[src/rtl/poll_pkg.sv]
package poll_pkg;

  // Session phase of the completion poller
  typedef enum logic [2:0] {
    PS_IDLE,     // no session in progress
    PS_FIRST,    // waiting for the first read of a pair
    PS_POLL,     // comparing each new read with the previous one
    PS_RECHK_A,  // first read of the confirmation pair after timeout flag
    PS_RECHK_B   // second read of the confirmation pair
  } poll_state_e;

endpackage

[src/rtl/poll_rst_sync.sv]
module poll_rst_sync #(
  parameter int STAGES = 2
) (
  input  logic clk,
  input  logic rst_n,
  output logic rst_sync_n
);

  logic [STAGES-1:0] sync_q;

  always_ff @(posedge clk or negedge rst_n) begin
    if (!rst_n) begin
      sync_q <= '0;
    end else begin
      sync_q <= {sync_q[STAGES-2:0], 1'b1};
    end
  end

  assign rst_sync_n = sync_q[STAGES-1];

endmodule

[src/rtl/poll_bit_tracker.sv]
module poll_bit_tracker #(
  parameter int DATA_W      = 8,
  parameter int TOGGLE_IDX  = 6,
  parameter int TIMEOUT_IDX = 5
) (
  input  logic              clk,
  input  logic              rst_n,
  input  logic              cap_en,
  input  logic [DATA_W-1:0] data_i,
  output logic              toggled_o,
  output logic              timeout_o
);

  logic prev_tgl_q;
  logic prev_tgl_d;

  always_comb begin
    prev_tgl_d = prev_tgl_q;
    if (cap_en) begin
      prev_tgl_d = data_i[TOGGLE_IDX];
    end
  end

  always_ff @(posedge clk or negedge rst_n) begin
    if (!rst_n) begin
      prev_tgl_q <= 1'b0;
    end else begin
      prev_tgl_q <= prev_tgl_d;
    end
  end

  assign toggled_o = data_i[TOGGLE_IDX] ^ prev_tgl_q;
  assign timeout_o = data_i[TIMEOUT_IDX];

endmodule

[src/rtl/poll_read_counter.sv]
module poll_read_counter #(
  parameter int MAX_READS = 64
) (
  input  logic clk,
  input  logic rst_n,
  input  logic clr_i,
  input  logic inc_i,
  output logic at_last_o
);

  localparam int CNT_W = $clog2(MAX_READS + 1);
  localparam logic [CNT_W-1:0] LAST = CNT_W'(MAX_READS - 1);

  logic [CNT_W-1:0] cnt_q;
  logic [CNT_W-1:0] cnt_d;

  always_comb begin
    cnt_d = cnt_q;
    if (clr_i) begin
      cnt_d = '0;
    end else if (inc_i && (cnt_q != LAST)) begin
      cnt_d = cnt_q + 1'b1;
    end
  end

  always_ff @(posedge clk or negedge rst_n) begin
    if (!rst_n) begin
      cnt_q <= '0;
    end else begin
      cnt_q <= cnt_d;
    end
  end

  assign at_last_o = (cnt_q == LAST);

  // the count never runs past the read budget
  assert_cnt_in_budget_R7: assert property (@(posedge clk) disable iff (!rst_n)
    cnt_q <= LAST);

endmodule

[src/rtl/flash_done_poller.sv]
module flash_done_poller
  import poll_pkg::*;
#(
  parameter int DATA_W      = 8,
  parameter int TOGGLE_IDX  = 6,
  parameter int TIMEOUT_IDX = 5,
  parameter int MAX_READS   = 64,
  parameter int SYNC_STAGES = 2
) (
  input  logic              clk,
  input  logic              rst_n,
  input  logic              start_i,
  output logic              rd_req_o,
  input  logic              rd_ack_i,
  input  logic [DATA_W-1:0] rd_data_i,
  output logic              done_o,
  output logic              pass_o,
  output logic              fail_o,
  output logic              rst_cmd_o
);

  logic        rst_sync_n;
  poll_state_e state_q, state_d;
  logic        done_q, done_d;
  logic        pass_q, pass_d;
  logic        fail_q, fail_d;
  logic        rcmd_q, rcmd_d;
  logic        hs;
  logic        cap_en;
  logic        cnt_clr;
  logic        cnt_inc;
  logic        at_last;
  logic        toggled;
  logic        timeout;
  logic        decided;
  logic        verdict_ok;

  poll_rst_sync #(.STAGES(SYNC_STAGES)) u_rst_sync (
    .clk        (clk),
    .rst_n      (rst_n),
    .rst_sync_n (rst_sync_n)
  );

  poll_bit_tracker #(
    .DATA_W      (DATA_W),
    .TOGGLE_IDX  (TOGGLE_IDX),
    .TIMEOUT_IDX (TIMEOUT_IDX)
  ) u_tracker (
    .clk       (clk),
    .rst_n     (rst_sync_n),
    .cap_en    (cap_en),
    .data_i    (rd_data_i),
    .toggled_o (toggled),
    .timeout_o (timeout)
  );

  poll_read_counter #(.MAX_READS(MAX_READS)) u_counter (
    .clk       (clk),
    .rst_n     (rst_sync_n),
    .clr_i     (cnt_clr),
    .inc_i     (cnt_inc),
    .at_last_o (at_last)
  );

  assign rd_req_o = (state_q != PS_IDLE);
  assign hs       = rd_req_o & rd_ack_i;

  // Next-state and verdict logic
  always_comb begin
    state_d    = state_q;
    done_d     = 1'b0;
    pass_d     = pass_q;
    fail_d     = fail_q;
    rcmd_d     = 1'b0;
    cap_en     = 1'b0;
    cnt_clr    = 1'b0;
    cnt_inc    = 1'b0;
    decided    = 1'b0;
    verdict_ok = 1'b0;

    if (start_i) begin
      state_d = PS_FIRST;
      pass_d  = 1'b0;
      fail_d  = 1'b0;
      cnt_clr = 1'b1;
    end else if (hs) begin
      cap_en  = 1'b1;
      cnt_inc = 1'b1;
      unique case (state_q)
        PS_FIRST:   state_d = PS_POLL;
        PS_POLL: begin
          if (!toggled) begin
            decided    = 1'b1;
            verdict_ok = 1'b1;
          end else if (timeout) begin
            state_d = PS_RECHK_A;
          end
        end
        PS_RECHK_A: state_d = PS_RECHK_B;
        PS_RECHK_B: begin
          decided    = 1'b1;
          verdict_ok = !toggled;
        end
        default: state_d = PS_IDLE;
      endcase
      if (!decided && at_last) begin
        decided    = 1'b1;
        verdict_ok = 1'b0;
      end
      if (decided) begin
        state_d = PS_IDLE;
        done_d  = 1'b1;
        pass_d  = verdict_ok;
        fail_d  = !verdict_ok;
        rcmd_d  = !verdict_ok;
      end
    end
  end

  always_ff @(posedge clk or negedge rst_sync_n) begin
    if (!rst_sync_n) begin
      state_q <= PS_IDLE;
      done_q  <= 1'b0;
      pass_q  <= 1'b0;
      fail_q  <= 1'b0;
      rcmd_q  <= 1'b0;
    end else begin
      state_q <= state_d;
      done_q  <= done_d;
      pass_q  <= pass_d;
      fail_q  <= fail_d;
      rcmd_q  <= rcmd_d;
    end
  end

  assign done_o    = done_q;
  assign pass_o    = pass_q;
  assign fail_o    = fail_q;
  assign rst_cmd_o = rcmd_q;

  // an unacknowledged request is held
  assert_req_held_R2: assert property (@(posedge clk) disable iff (!rst_sync_n)
    (rd_req_o && !rd_ack_i) |=> rd_req_o);

  // a start pulse raises the request on the next cycle
  assert_start_req_R2: assert property (@(posedge clk) disable iff (!rst_sync_n)
    start_i |=> (rd_req_o && !pass_o && !fail_o));

  // reset command request only alongside a failing completion
  assert_rcmd_with_fail_R6: assert property (@(posedge clk) disable iff (!rst_sync_n)
    rst_cmd_o |-> (done_o && fail_o));

  // a read at the budget limit always closes the session
  assert_limit_closes_R7: assert property (@(posedge clk) disable iff (!rst_sync_n)
    (hs && at_last && !start_i) |=> (done_o && !rd_req_o));

  // done is a single-cycle pulse with the request already dropped
  assert_done_pulse_R9: assert property (@(posedge clk) disable iff (!rst_sync_n)
    done_o |-> (!rd_req_o && (pass_o ^ fail_o)));

  // verdict flags only move on a start or a completed read
  assert_flags_hold_R10: assert property (@(posedge clk) disable iff (!rst_sync_n)
    (!start_i && !hs) |=> ($stable(pass_o) && $stable(fail_o)));

  // never pass and fail together
  assert_flags_excl_R10: assert property (@(posedge clk) disable iff (!rst_sync_n)
    !(pass_o && fail_o));

endmodule

[config.mk]
export PLATFORM = sky130hd
export DESIGN_NAME = flash_done_poller
export DESIGN_NICKNAME = d
export VERILOG_FILES = /design/src/rtl/poll_pkg.sv /design/src/rtl/poll_rst_sync.sv /design/src/rtl/poll_bit_tracker.sv /design/src/rtl/poll_read_counter.sv /design/src/rtl/flash_done_poller.sv
export SDC_FILE = /design/constraint.sdc
export NUM_CORES = 1
export LEC_CHECK = 0
export ABC_AREA = 1
export BUFFER_PORTS_ARGS = -buffer_cell sky130_fd_sc_hd__buf_2
export CAP_MARGIN = 40
export CORE_MARGIN = 5
export CORE_UTILIZATION = 47
export DETAILED_ROUTE_END_ITERATION = 12
export PLACE_DENSITY = 0.75
export SLEW_MARGIN = 25
export SYNTH_ARGS = -nofsm -noshare
export SYNTH_HDL_FRONTEND = slang
export SYNTH_SLANG_ARGS = --single-unit
export TNS_END_PERCENT = 1
[constraint.sdc]
create_clock -name clk -period 0.8 [get_ports clk]
set_input_delay 0.04 -clock clk [delete_from_list [all_inputs] [get_ports clk]]
set_output_delay 0.04 -clock clk [all_outputs]
set_load 0.1 [all_outputs]
# Yosys cells after proc, flatten, opt, wreduce, memory -nomap -nowiden
# Cells that the tools add are included.
[totals]
ff_bits = 17
input_bits = 12
word_cells = 65
[op_classes]
n_addsub = 1
n_eq_ne = 9
n_bitwise = 2
n_mux = 34
n_reduce_logical = 11
[ops]
columns = ["cell", "n"]
rows = [
  ["1-bit two-way mux", 24],
  ["3-bit two-way mux", 5],
  ["7-bit two-way mux", 2],
  ["3-bit case mux with 4 select lines", 1],
  ["4-bit != test (second input constant)", 2],
  ["7-bit by 1-bit adder with 7-bit output (second input constant)", 1],
  ["7-bit by 6-bit equality test with 1-bit output (second input constant)", 1],
  ["7-bit by 6-bit != test with 1-bit output (second input constant)", 1],
  ["3-bit by 2-bit equality test with 1-bit output (second input constant)", 2],
  ["2-bit nonzero test", 3],
  ["1-bit case mux with 2 select lines", 2],
  ["4-bit AND reduction", 1],
  ["3-bit by 1-bit equality test with 1-bit output (second input constant)", 1],
  ["3-bit equality test (second input constant)", 1],
  ["1-bit zero test", 3],
  ["3-bit != test (second input constant)", 1],
  ["3-bit nonzero test", 1],
  ["1-bit logical AND", 2],
  ["2-bit AND reduction", 1],
  ["1-bit bitwise AND", 1],
  ["1-bit XOR", 1],
]

# Longest topological paths before layout
# Gate-level depths: netlist of the first run.
[logic_depth]
ltp_word = 14
depth_mapped = 9
ltp_nobuf = 9

# Hierarchy
# A second synthesis of the first run with hierarchy kept.
[hier_totals]
cells_unflattened = 137
area_unflattened_um2 = 1068.5
[modules_own_cells]
columns = ["module", "instances", "area_per_inst_um2", "seq_area_each_um2", "cells_each"]
rows = [
  ["poll_read_counter", 1, 486.7, 175.2, 68],
  ["flash_done_poller", 1, 461.7, 175.2, 55],
  ["poll_bit_tracker", 1, 66.3, 25.0, 11],
  ["poll_rst_sync", 1, 53.8, 50.0, 3],
]

# Worst setup path after synthesis of the first run
# OpenSTA, ideal clock, no wires.
[synth_timing]
path_type = "flip-flop to flip-flop"
from = "register state_q[0]"
to = "register fail_q, in the netlist fail_o"
slack_ns = -0.767
n_path_buf = 0
setup_ns = 0.076
t_arrival_ns = 1.490
period_less_slack_ns = 1.567
stages_incl_launch_ff = 8
cell_sequence = "dfrtp_1 > nor2_1 > nand2_2 > nand2_1 > nand2_2 > nand2_1 > nand2_1 > o21ai_1"
[synth_between]
word_cells_on_any_way = 23
classes_between = "eq/ne (2); mux (13); bitwise (1); reduce/logical (7)"
[synth_lines]
columns = ["element", "line", "source"]
rows = [
  ["start: declaration", "flash_done_poller.sv:23", "poll_state_e state_q, state_d;"],
  ["start signal: assignment", "flash_done_poller.sv:128", "state_q <= state_d;"],
  ["3-bit nonzero test", "flash_done_poller.sv:65", "assign rd_req_o = (state_q != PS_IDLE);"],
  ["net rd_req_o", "flash_done_poller.sv:13", "output logic rd_req_o,"],
  ["1-bit bitwise AND", "flash_done_poller.sv:66", "assign hs = rd_req_o & rd_ack_i;"],
  ["2-bit nonzero test (no source line)", "-", ""],
  ["2-bit AND reduction (no source line)", "-", ""],
  ["end signal: assignment", "flash_done_poller.sv:131", "fail_q <= fail_d;"],
  ["end: declaration", "flash_done_poller.sv:26", "logic fail_q, fail_d;"],
]
# The timed path passes the listed nets, and every way through them passes these cells. The select of a mux whose other input is x is not followed.
# A chain may end at the register's enable or synchronous reset.

# Worst setup path in the final report of the first run
[layout_timing]
from = "register state_q[0]"
to = "register state_q[2]"
[layout_between]
elab_chain_cells = 12
word_cells_on_any_way = 23
classes_between = "eq/ne (7); mux (10); bitwise (1); reduce/logical (5)"
[layout_rtl]
columns = ["element", "line", "source"]
rows = [
  ["3-bit equality test or 3-bit by 2-bit equality test with 1-bit output (tied branches)", "flash_done_poller.sv:89", "unique case (state_q)"],
  ["1-bit case mux with 2 select lines", "flash_done_poller.sv:89", ""],
  ["1-bit two-way mux", "flash_done_poller.sv:86", "end else if (hs) begin"],
  ["1-bit two-way mux", "flash_done_poller.sv:81", "if (start_i) begin"],
  ["1-bit zero test", "flash_done_poller.sv:106", "if (!decided && at_last) begin"],
  ["1-bit logical AND", "flash_done_poller.sv:106", ""],
  ["1-bit two-way mux", "flash_done_poller.sv:106", ""],
  ["1-bit two-way mux", "flash_done_poller.sv:86", ""],
  ["1-bit two-way mux", "flash_done_poller.sv:81", ""],
  ["3-bit two-way mux", "flash_done_poller.sv:110", "if (decided) begin"],
  ["3-bit two-way mux", "flash_done_poller.sv:86", ""],
  ["3-bit two-way mux", "flash_done_poller.sv:81", ""],
]
# Parallel ways exist; a longest one is shown, timed or not. The select of a mux whose other input is x is not followed.

==> qor.txt, run 1 <==
Status: complete, but fails checks
Failing checks: negative setup slack
Total core area: 1780 sq um
Root Buffer Master: clkbuf_4
Total routed wirelength: 2.25 mm
Syn-to-layout area delta: 49.2%
Worst setup path startpoint: state_q[0]$_DFFE_PN0P_
Number of diodes: 0
WP data required: 0.99 ns
Hold_ws: 0.0461 ns
DRT iter0 DRCs: 24
CP arrival: 1.56 ns
Pre-antenna DRT Iters: 4
Global-route wire length before repair: 3.91 mm
Maximum vdd drop: 0.00164 V
Layout cells sized above 1: 40.1%
Type of origin of the critical path: flip-flop
Htree depth: 1
Final Power: 2.88 mW
P_leak: 0.716 nW
Number of flops mapped to enable cells by yosys: 0
# rows: 15
MaxCap Viol Count: 0
Critical Path Sink Type: flip-flop
Netlist cell types: 21
Cell Chain, Critical Path: inv_2, nand2_2, nor2_2, inv_1, or2_4, nand4_1, nand2_1
Post-synth top flop: dfrtp_1
Most frequent cell after synthesis: nand2_1
Final std cells w/o fill: 177
GR Overflow Total: 0
Count of final max-slew check failures: 0
Net count after synthesis: 128
Crit path max-delay family: simple AND/OR/NAND/NOR gates
#FFs+latches synth: 17
Residual DRC: 0
Total track usage: 18.9%
Clock skew: 0.00165 ns
Largest area contributor in the netlist: dfrtp_1
Tmin final: 1.37 ns
Fin crit share: 171%
Final Setup Violations: 20
Synth Instances: 115
Top post-synthesis cells by area: dfrtp_1 47%, nand2_1 14%, nand3_1 6.1%
Global placement routability congestion: 0.810
Chip height: 53.8 um
I/O Pins: 17
Placed cell count: 170
Die Wd: 53.8 um
Crit-path max cell delay: 0.44 ns
Final non-filler cell area: 1340 sq um
Final Hold Viols: 0
Total CTS buffers: 3
Worst setup margin: -0.570 ns
Unrepaired setup endpoints after global routing: true
Largest net degree at the start of global routing: 11
Crit Path Category: flip-flop to flip-flop
Num Clock Sinks: 17
Routed WL per cell: 12.7 um
CTS max path bufs: 2
Worst Hold Class: input pin to async pin
Worst path bufs/invs: 2
Worst-Skew Late Latency: 0.29 ns
Top cell type's share of synthesized area: 47.2%
Initial Utilization: 50.5%
Worst R2R Start: state_q[0]$_DFFE_PN0P_
Vias/cell: 5.14
Power Dens Cells: 2140 nW/um^2
Via count: 909
F_max: 0.730 GHz
Dpl hpwl: 1.68 mm
Post-Place Cell Area: 1240 sq um
Vias in the first global route: 941
Most frequent cells after synthesis: 34 x nand2_1, 17 x dfrtp_1, 13 x inv_1
Crit-path max FO: 3
Synth async-reset ratio: 100%
TritonCTS clock tree: done
CTS clock-pin slew for the worst setup and hold paths: 0.10 ns
Synth Warn #: 0
Post-synth design cell area: 901 sq um
DRT antenna net count: 0
Die area: 2890 sq um
Initial antenna violation count: 0
Worst path slowest cell: dfrtp_1
Avg Synthesized Cell Area: 7.83 sq um
# nets final: 166
Sequential area share after synthesis: 47.2%
# port buffers: 10
[repair_timing]
action,in CTS,in global routing
setup buffers,1,1
pin swaps,6,4
endpoints found under the hold margin,2,0
endpoints found under the setup margin,20,20
resized for setup,8,6
hold buffers,1,0
[cell usage in the layout (no fill, tap or decap), types with 2 or more instances in the layout]
cell and instances:
a21oi_1 4, buf_12 5, buf_2 5, buf_4 21, buf_6 2, clkbuf_4 3, dfrtp_1 17, inv_1 12
inv_2 2, nand2_1 28, nand2_2 7, nand2_4 2, nand3_1 10, nand4_1 6, nor2_1 7, nor2_2 3
nor2_4 2, o21ai_1 3
[final timing paths]
path,depth (start not counted),slack [ns],end
worst max-delay path,7,-0.57,state_q[2]$_DFFE_PN0P_
worst min-delay path,2,0.05,u_rst_sync.sync_q[0]$_DFF_PN0_
worst max register to register,7,-0.57,state_q[2]$_DFFE_PN0P_
worst min register to register,1,0.18,fail_o$_DFFE_PN0P_
max in group asynchronous,1,0.49,u_counter.cnt_q[6]$_DFFE_PN0P_
min in group clk,3,0.05,u_tracker.prev_tgl_q$_DFFE_PN0N_
[per-layer routing]
metal	vias to the layer above	track usage [%]	wire length, um
met2	29	31.7	1180
met5	-	0	0
li1	442	-	-
met1	433	23.0	924
met3	5	4.16	112
met4	0	8.51	38
[layout make-up]
| cell class | count | area [sq um] |
|---|---|---|
| multi-input cells | 83 | 492 |
| inverters | 14 | 52.6 |
| fillers | 119 | 439 |
| flip-flops and latches | 17 | 425 |
| well taps | 25 | 31.3 |
| repair buffers | 34 | 315 |
| clock inverters | 1 | 5.00 |
| clock buffers | 3 | 22.5 |
[stage by stage]
stage | setup slack (ns) | util, % | setup TNS, ns
floorplan | -0.480 | - | -6.99
global placement | -0.487 | 69.6 | -6.47
detailed placement | -0.517 | 69.6 | -7.07
CTS | -0.522 | 73.5 | -7.96
global route | -0.649 | 75.4 | -9.31
finish | -0.570 | 75.4 | -8.09
[power breakdown]
group | total [mW] | switching, mW | internal (mW)
clock | 0.463 | 0.277 | 0.186
sequential | 1.07 | 0.108 | 0.960
combinational | 1.35 | 0.742 | 0.604
[sequential cells by signal, indices dropped and copies added, names as in the netlist]
name and count:
u_counter.cnt_q 7, state_q 3, u_rst_sync.sync_q 2, done_o 1
fail_o 1, pass_o 1, rst_cmd_o 1, u_tracker.prev_tgl_q 1
[kinds of logic (layout without fill, tap and decap cells)]
| kind of cell | Yosys count | after routing | share of synthesized area [%] |
|---|---|---|---|
| AOI/OAI and AO/OA | 10 | 10 | 6.80 |
| adders and majority gates | 1 | 1 | 1.39 |
| buffers and inverters | 15 | 52 | 6.39 |
| DFF | 17 | 17 | 47.2 |
| other | 1 | 1 | 0.416 |
| and+or+nand+nor | 71 | 71 | 37.8 |
Note: power is estimated with default switching activity, not from simulation.
==> inputs of run 2 (changes only) <==
--- a/config.mk
+++ b/config.mk
@@ -9,9 +9,9 @@
 export BUFFER_PORTS_ARGS = -buffer_cell sky130_fd_sc_hd__buf_2
 export CAP_MARGIN = 40
 export CORE_MARGIN = 5
-export CORE_UTILIZATION = 47
+export CORE_UTILIZATION = 44
 export DETAILED_ROUTE_END_ITERATION = 12
-export PLACE_DENSITY = 0.75
+export PLACE_DENSITY = 0.71
 export SLEW_MARGIN = 25
 export SYNTH_ARGS = -nofsm -noshare
 export SYNTH_HDL_FRONTEND = slang
==> qor.txt, run 2 (same netlist as run 1, synthesis figures left out) <==
Status: complete, but fails checks
Failing checks: negative setup slack
Number of diodes: 0 (unchanged)
Crit-path max cell delay: 0.47 ns (+0.03 ns)
GR Overflow Total: 0 (unchanged)
Most frequent cells in the layout: 29 x nand2_1, 23 x buf_4, 16 x dfrtp_1
CTS max path bufs: 2 (unchanged)
Clock skew: 0.00227 ns (+0.000623 ns)
Tmin final: 1.35 ns (-0.0236 ns)
DRT iter0 DRCs: 26 (+8.3%)
Total core area: 1960 sq um (+10%)
Worst path bufs/invs: 2 (unchanged)
Unrepaired setup endpoints after global routing: true
Commonest non-fill, non-tap cell in the layout: nand2_1
Final Hold Viols: 0 (unchanged)
Final Setup Violations: 20 (unchanged)
Htree depth: 1 (unchanged)
I/O Pins: 17 (unchanged)
Chip height: 55.3 um (+2.7%)
# port buffers: 10 (unchanged)
Crit path max-delay family: flip-flops
Global-route wire length before repair: 3.82 mm (-2.3%)
TNS Setup: -8.31 ns (-0.221 ns)
Cell Chain, Critical Path: nor2_4, nand2_8, buf_6, buf_12
Global placement routability congestion: 0.756 (-6.6%)
# rows: 16 (+1)
Hold_ws: 0.0548 ns (+0.00863 ns)
Type of origin of the critical path: flip-flop
Worst path slowest cell: dfrtp_1
Via count: 903 (-0.66%)
Power Dens Cells: 2100 nW/um^2 (-1.8%)
Worst setup path startpoint: state_q[1]$_DFFE_PN0P_
Total routed wirelength: 2.17 mm (-3.5%)
Crit-path max FO: 4 (+1)
# nets final: 168 (+1.2%)
Critical Path Sink Type: output pin
Number of flip-flops in the largest register: 7 (unchanged)
Largest Register: u_counter.cnt_q
Worst-Skew Late Latency: 0.28 ns (about the same)
Pre-antenna DRT Iters: 4 (unchanged)
Initial Utilization: 45.9% (-4.6 points)
Initial antenna violation count: 0 (unchanged)
Root Buffer Master: clkbuf_4
TritonCTS clock tree: done
Count of final max-slew check failures: 0 (unchanged)
CTS clock-pin slew for the worst setup and hold paths: 0.10 ns (about the same)
Fin util: 68.6% (-6.7 points)
Num Clock Sinks: 17 (unchanged)
Total track usage: 15.3% (-3.6 points)
Most used routing layer in global routing: met2
DRT antenna net count: 0 (unchanged)
Routed WL per cell: 12.0 um (-5.6%)
Total CTS buffers: 3 (unchanged)
Maximum vdd drop: 0.00142 V (-13%)
Worst R2R Start: state_q[0]$_DFFE_PN0P_
Layout cells sized above 1: 40.9% (+0.78 points)
Met3 usage: 3.26% (-0.89 points)
Residual DRC: 0 (unchanged)
Met2 layer usage reported by global route: 26.0% (-5.6 points)
Fin crit share: 168% (-2.9 points)
F_max: 0.743 GHz (+1.8%)
Worst setup margin: -0.546 ns (+0.0236 ns)
Die area: 3050 sq um (+5.5%)
Met1 GRT Util: 18.7% (-4.3 points)
P_leak: 0.705 nW (-1.5%)
Largest net degree at the start of global routing: 16 (+5)
Fill cell count: 167 (+40%)
Biggest regs: u_counter.cnt_q (7), state_q (3), u_rst_sync.sync_q (2)
Vias/cell: 4.99 (-2.9%)
Syn-to-layout area delta: 49.4%
Crit Path Category: flip-flop to output pin
Dpl hpwl: 1.49 mm (-11%)
CP arrival: 1.31 ns (-0.25 ns)
Vias in the first global route: 932 (-0.96%)
Die Wd: 55.3 um (+2.7%)
MaxCap Viol Count: 0 (unchanged)
Worst Hold Class: input pin to async pin
WP data required: 0.76 ns (-0.23 ns)
==> run 2: metrics by stage <==
stage	setup slack [ns]	cell area, sq um	instances	total power, mW
5_1_grt	-0.664	1350	181	3.01
3_3_place_gp	-0.468	1240	171	2.18
4_1_cts	-0.527	1320	179	2.77
6_report	-0.546	1350	181	2.83
2_1_floorplan	-0.480	932	115	1.76
3_5_place_dp	-0.516	1240	171	2.23
==> run 2: power breakdown <==
group / leakage [nW] / internal (mW) / total (mW) / switching [mW]
clock network: 0.0177 / 0.186 / 0.459 / 0.274
logic: 0.462 / 0.580 / 1.30 / 0.722
registers: 0.225 / 0.960 / 1.07 / 0.107
total: 0.705 / 1.73 / 2.83 / 1.10
==> run 2: routing by layer <==
layer,wire length (um),vias to the layer above
li1,-,447
met1,983,428
met2,1090,24
met3,71,4
met4,25,0
met5,0,-
==> run 2: worst reg2reg max path, stage by stage (launching register included) <==
cell	delay, ns
dfrtp_1	0.45
inv_2	0.09
nand2_2	0.07
nor2_2	0.14
inv_1	0.07
or2_4	0.25
nand2_4	0.07
nand3_1	0.08
nand2_1	0.08
==> run 2: worst paths after layout <==
| path | to | depth (start not counted) | slack [ns] |
|---|---|---|---|
| max | rd_req_o | 4 | -0.55 |
| min | u_rst_sync.sync_q[0]$_DFF_PN0_ | 2 | 0.05 |
| max reg2reg | state_q[2]$_DFFE_PN0P_ | 8 | -0.55 |
| min reg2reg | u_counter.cnt_q[0]$_DFFE_PN0P_ | 1 | 0.18 |
| max in group asynchronous | state_q[2]$_DFFE_PN0P_ | 1 | 0.44 |
| min in group clk | u_tracker.prev_tgl_q$_DFFE_PN0N_ | 3 | 0.06 |
==> run 2: cell type report <==
cell class	count	area, sq um	area share, %
multi-input combinational	83	475	35.3
inverter	14	52.6	3.90
tap	27	33.8	2.51
timing repair buffer	36	330	24.5
clock inverter	1	5.00	0.372
clock buffer	3	22.5	1.67
sequential	17	427	31.7
==> run 2: what timing repair did <==
| action | 4_1_cts | 5_1_grt |
|---|---|---|
| gates cloned | 0 | 0 |
| hold buffers | 1 | 0 |
| hold endpoints to repair | 2 | 0 |
| endpoints found under the setup margin | 20 | 20 |
| buffers inserted | 3 | 2 |
| pin swaps | 10 | 3 |
| gates resized for setup | 9 | 3 |
==> inputs of run 3 (changes only) <==
--- a/config.mk
+++ b/config.mk
@@ -5,13 +5,13 @@
 export SDC_FILE = /design/constraint.sdc
 export NUM_CORES = 1
 export LEC_CHECK = 0
-export ABC_AREA = 1
+export ABC_AREA = 0
 export BUFFER_PORTS_ARGS = -buffer_cell sky130_fd_sc_hd__buf_2
 export CAP_MARGIN = 40
 export CORE_MARGIN = 5
 export CORE_UTILIZATION = 44
 export DETAILED_ROUTE_END_ITERATION = 12
-export PLACE_DENSITY = 0.71
+export PLACE_DENSITY = 0.69
 export SLEW_MARGIN = 25
 export SYNTH_ARGS = -nofsm -noshare
 export SYNTH_HDL_FRONTEND = slang
==> constraint.sdc (replaced) <==
create_clock -name clk -period 1.6 [get_ports clk]
set_input_delay 0.08 -clock clk [delete_from_list [all_inputs] [get_ports clk]]
set_output_delay 0.08 -clock clk [all_outputs]
set_load 0.1 [all_outputs]
==> qor.txt, run 3 <==
Status: finished, final reports clean
Dpl hpwl: 1.23 mm (-17%)
Crit path max-delay family: flip-flops
TritonCTS clock tree: done
Final Hold Viols: 0 (unchanged)
Unrepaired setup endpoints after global routing: false
Top post-synthesis cells by area: dfrtp_1 49%, nor2_1 4.3%, a311oi_1 3.0%
Pre-antenna DRT Iters: 4 (unchanged)
Initial antenna violation count: 0 (unchanged)
Worst Hold Class: input pin to flip-flop
Synth async-reset ratio: 100% (unchanged)
Number of flip-flops in the largest register: 7 (unchanged)
Most frequent cell after synthesis: dfrtp_1
Synth Warn #: 0 (unchanged)
Synth Area in Simple Gates: 20.2% (-18 points)
Layout cells sized above 1: 25.7% (-15 points)
Netlist cell types: 37 (+76%)
P_leak: 0.464 nW (-34%)
Reg area: 425 sq um (-0.29%)
# port buffers: 10 (unchanged)
Number of flops mapped to enable cells by yosys: 0 (unchanged)
MaxCap Viol Count: 0 (unchanged)
Power Dens Cells: 899 nW/um^2 (-57%)
Global-route wire length before repair: 2.79 mm (-27%)
Worst slew pin tran: 0.616 ns
TNS Setup: 0 ns (+8.31 ns)
Residual DRC: 0 (unchanged)
Total routed wirelength: 1.74 mm (-20%)
Vias/cell: 5.30 (+6.1%)
Htree depth: 1 (unchanged)
Largest net degree at the start of global routing: 16 (unchanged)
Sequential area share after synthesis: 49.1% (+1.9 points)
Worst path slowest cell: dfrtp_1
Number of diodes: 0 (unchanged)
Commonest non-fill, non-tap cell in the layout: dfrtp_1
Final Setup Violations: 0 (-100%)
DRT iter0 DRCs: 10 (-62%)
Synth Area in Compound Gates: 16.3% (+9.5 points)
Top cell type's share of synthesized area: 49.1% (+1.9 points)
Synth Instances: 88 (-23%)
Maximum vdd drop: 0.000536 V (-62%)
Crit-path max cell delay: 0.40 ns (-0.07 ns)
Worst path bufs/invs: 0 (-2)
Biggest regs: u_counter.cnt_q (7), state_q (3), u_rst_sync.sync_q (2)
Area share of fa/ha/maj cells after synthesis: 1.45% (+0.056 points)
Crit Path Category: flip-flop to flip-flop
Syn-to-layout area delta: 17.1%
Num Clock Sinks: 17 (unchanged)
Root Buffer Master: clkbuf_4
Multi-input gate area: 415 sq um (-13%)
CTS max path bufs: 2 (unchanged)
Total track usage: 13.6% (-1.7 points)
Fill cell count: 206 (+23%)
Net count after synthesis: 101 (-21%)
Main combinational cell family by area after synthesis: simple AND/OR/NAND/NOR gates
Total CTS buffers: 3 (unchanged)
Largest area contributor in the netlist: dfrtp_1
CTS clock-pin slew for the worst setup and hold paths: 0.10 ns (about the same)
Post-synth top flop: dfrtp_1
Xor and xnor area share after synthesis: 3.03% (+3.0 points)
Final std cells w/o fill: 132 (-27%)
Post-synth design cell area: 866 sq um (-3.9%)
Initial Utilization: 45.1% (-0.87 points)
GR Overflow Total: 0 (unchanged)
WP data required: 1.79 ns (+1.03 ns)
#FFs+latches synth: 17 (unchanged)
Count of final max-slew check failures: 0 (unchanged)
Slew HR: 58.9%
F_max: 0.651 GHz
Most frequent cells in the layout: 17 x dfrtp_1, 10 x nor2_1, 10 x buf_2
Worst-Skew Late Latency: 0.30 ns (+0.02 ns)
Via count: 699 (-23%)
I/O Pins: 17 (unchanged)
Largest Register: u_counter.cnt_q
Avg Synthesized Cell Area: 9.84 sq um (+26%)
# nets final: 119 (-29%)
Fin crit share: 95.9%
Die area: 2960 sq um (-3.2%)
Die Wd: 54.4 um (-1.6%)
Chip height: 54.4 um (-1.6%)
Crit-path max FO: 4 (unchanged)
Total core area: 1920 sq um (-2.0%)
Mux share of post-synthesis cell area: 4.91% (+4.9 points)
DRT antenna net count: 0 (unchanged)
Type of origin of the critical path: flip-flop
R2r setup slk: 0.06 ns (+0.61 ns)
Clock skew: 0.00986 ns (+0.00759 ns)
Placed cell count: 126 (-26%)
Cell Chain, Critical Path: ha_1, nand3_2, nor3_1, a31oi_1, mux2_2
# rows: 16 (unchanged)
Critical Path Sink Type: flip-flop
Most frequent cells after synthesis: 17 x dfrtp_1, 10 x nor2_1, 6 x nand2_1
Vias in the first global route: 650 (-30%)
Tmin final: 1.54 ns
Routed WL per cell: 13.2 um (+9.6%)
CP arrival: 1.73 ns (+0.42 ns)
Global placement routability congestion: 0.803 (+6.1%)
run 3: path summary, 6_finish.rpt:
path	start	depth (start not counted)	end
min	rd_data_i[6]	2	u_tracker.prev_tgl_q$_DFFE_PN0N_
max in group asynchronous	u_rst_sync.sync_q[1]$_DFF_PN0_	0	u_counter.cnt_q[0]$_DFFE_PN0P_
min reg2reg	u_rst_sync.sync_q[1]$_DFF_PN0_	0	rst_cmd_o$_DFF_PN0_
max reg2reg	u_counter.cnt_q[0]$_DFFE_PN0P_	5	pass_o$_DFFE_PN0P_
max	u_counter.cnt_q[0]$_DFFE_PN0P_	5	pass_o$_DFFE_PN0P_
min in group asynchronous	rst_n	2	u_rst_sync.sync_q[0]$_DFF_PN0_
run 3: cell families (layout without fill, tap and decap cells):
| kind of cell | count (synthesis) | in the layout |
|---|---|---|
| AND/OR/NAND/NOR | 35 | 35 |
| AO/OA/AOI/OAI | 20 | 20 |
| flip-flops | 17 | 17 |
| buffers and inverters | 7 | 24 |
| multiplexers | 4 | 4 |
| XOR/XNOR | 3 | 3 |
| adder cells (fa/ha/maj) | 1 | 1 |
| other | 1 | 1 |
run 3: what timing repair did:
action	in CTS	in global routing
hold endpoints to repair	2	0
hold buffers	1	0
endpoints found under the setup margin	0	5
resized for setup	0	3
buffers inserted	0	1
run 3: metrics by stage:
stage                     cell area [sq um]  hold slack [ns]  utilization [%]  total power, mW  setup slack, ns
after global routing                   1010           0.0844             52.7            0.954         0.000214
after CTS                               992           0.0636             51.6            0.913           0.0160
after global placement                  956           -0.136             49.7            0.670           0.0521
after floorplan                         866           -0.216                -            0.634           0.0635
after detailed placement                956           -0.135             49.7            0.678           0.0342
final                                  1010           0.0675             52.7            0.911           0.0649
run 3: final cells by class:
class	instances	share of cell area (%)
Timing Repair Buffer	16	9.63
Multi-Input combinational cell	64	41.0
Sequential cell	17	42.0
Clock buffer	4	2.59
Inverter	4	1.48
Tap cell	27	3.33
run 3: layer usage:
layer	part of all wire, %	global-route usage (%)
met5	0	0
met4	0.58	4.98
met3	4.0	5.18
met2	53	24.5
met1	42	14.1
run 3: power by group:
group / total (mW) / switching, mW / leakage [nW] / internal, mW
Combinational: 0.192 / 0.119 / 0.224 / 0.0727
Sequential: 0.486 / 0.0322 / 0.225 / 0.454
Clock: 0.233 / 0.136 / 0.0150 / 0.0971
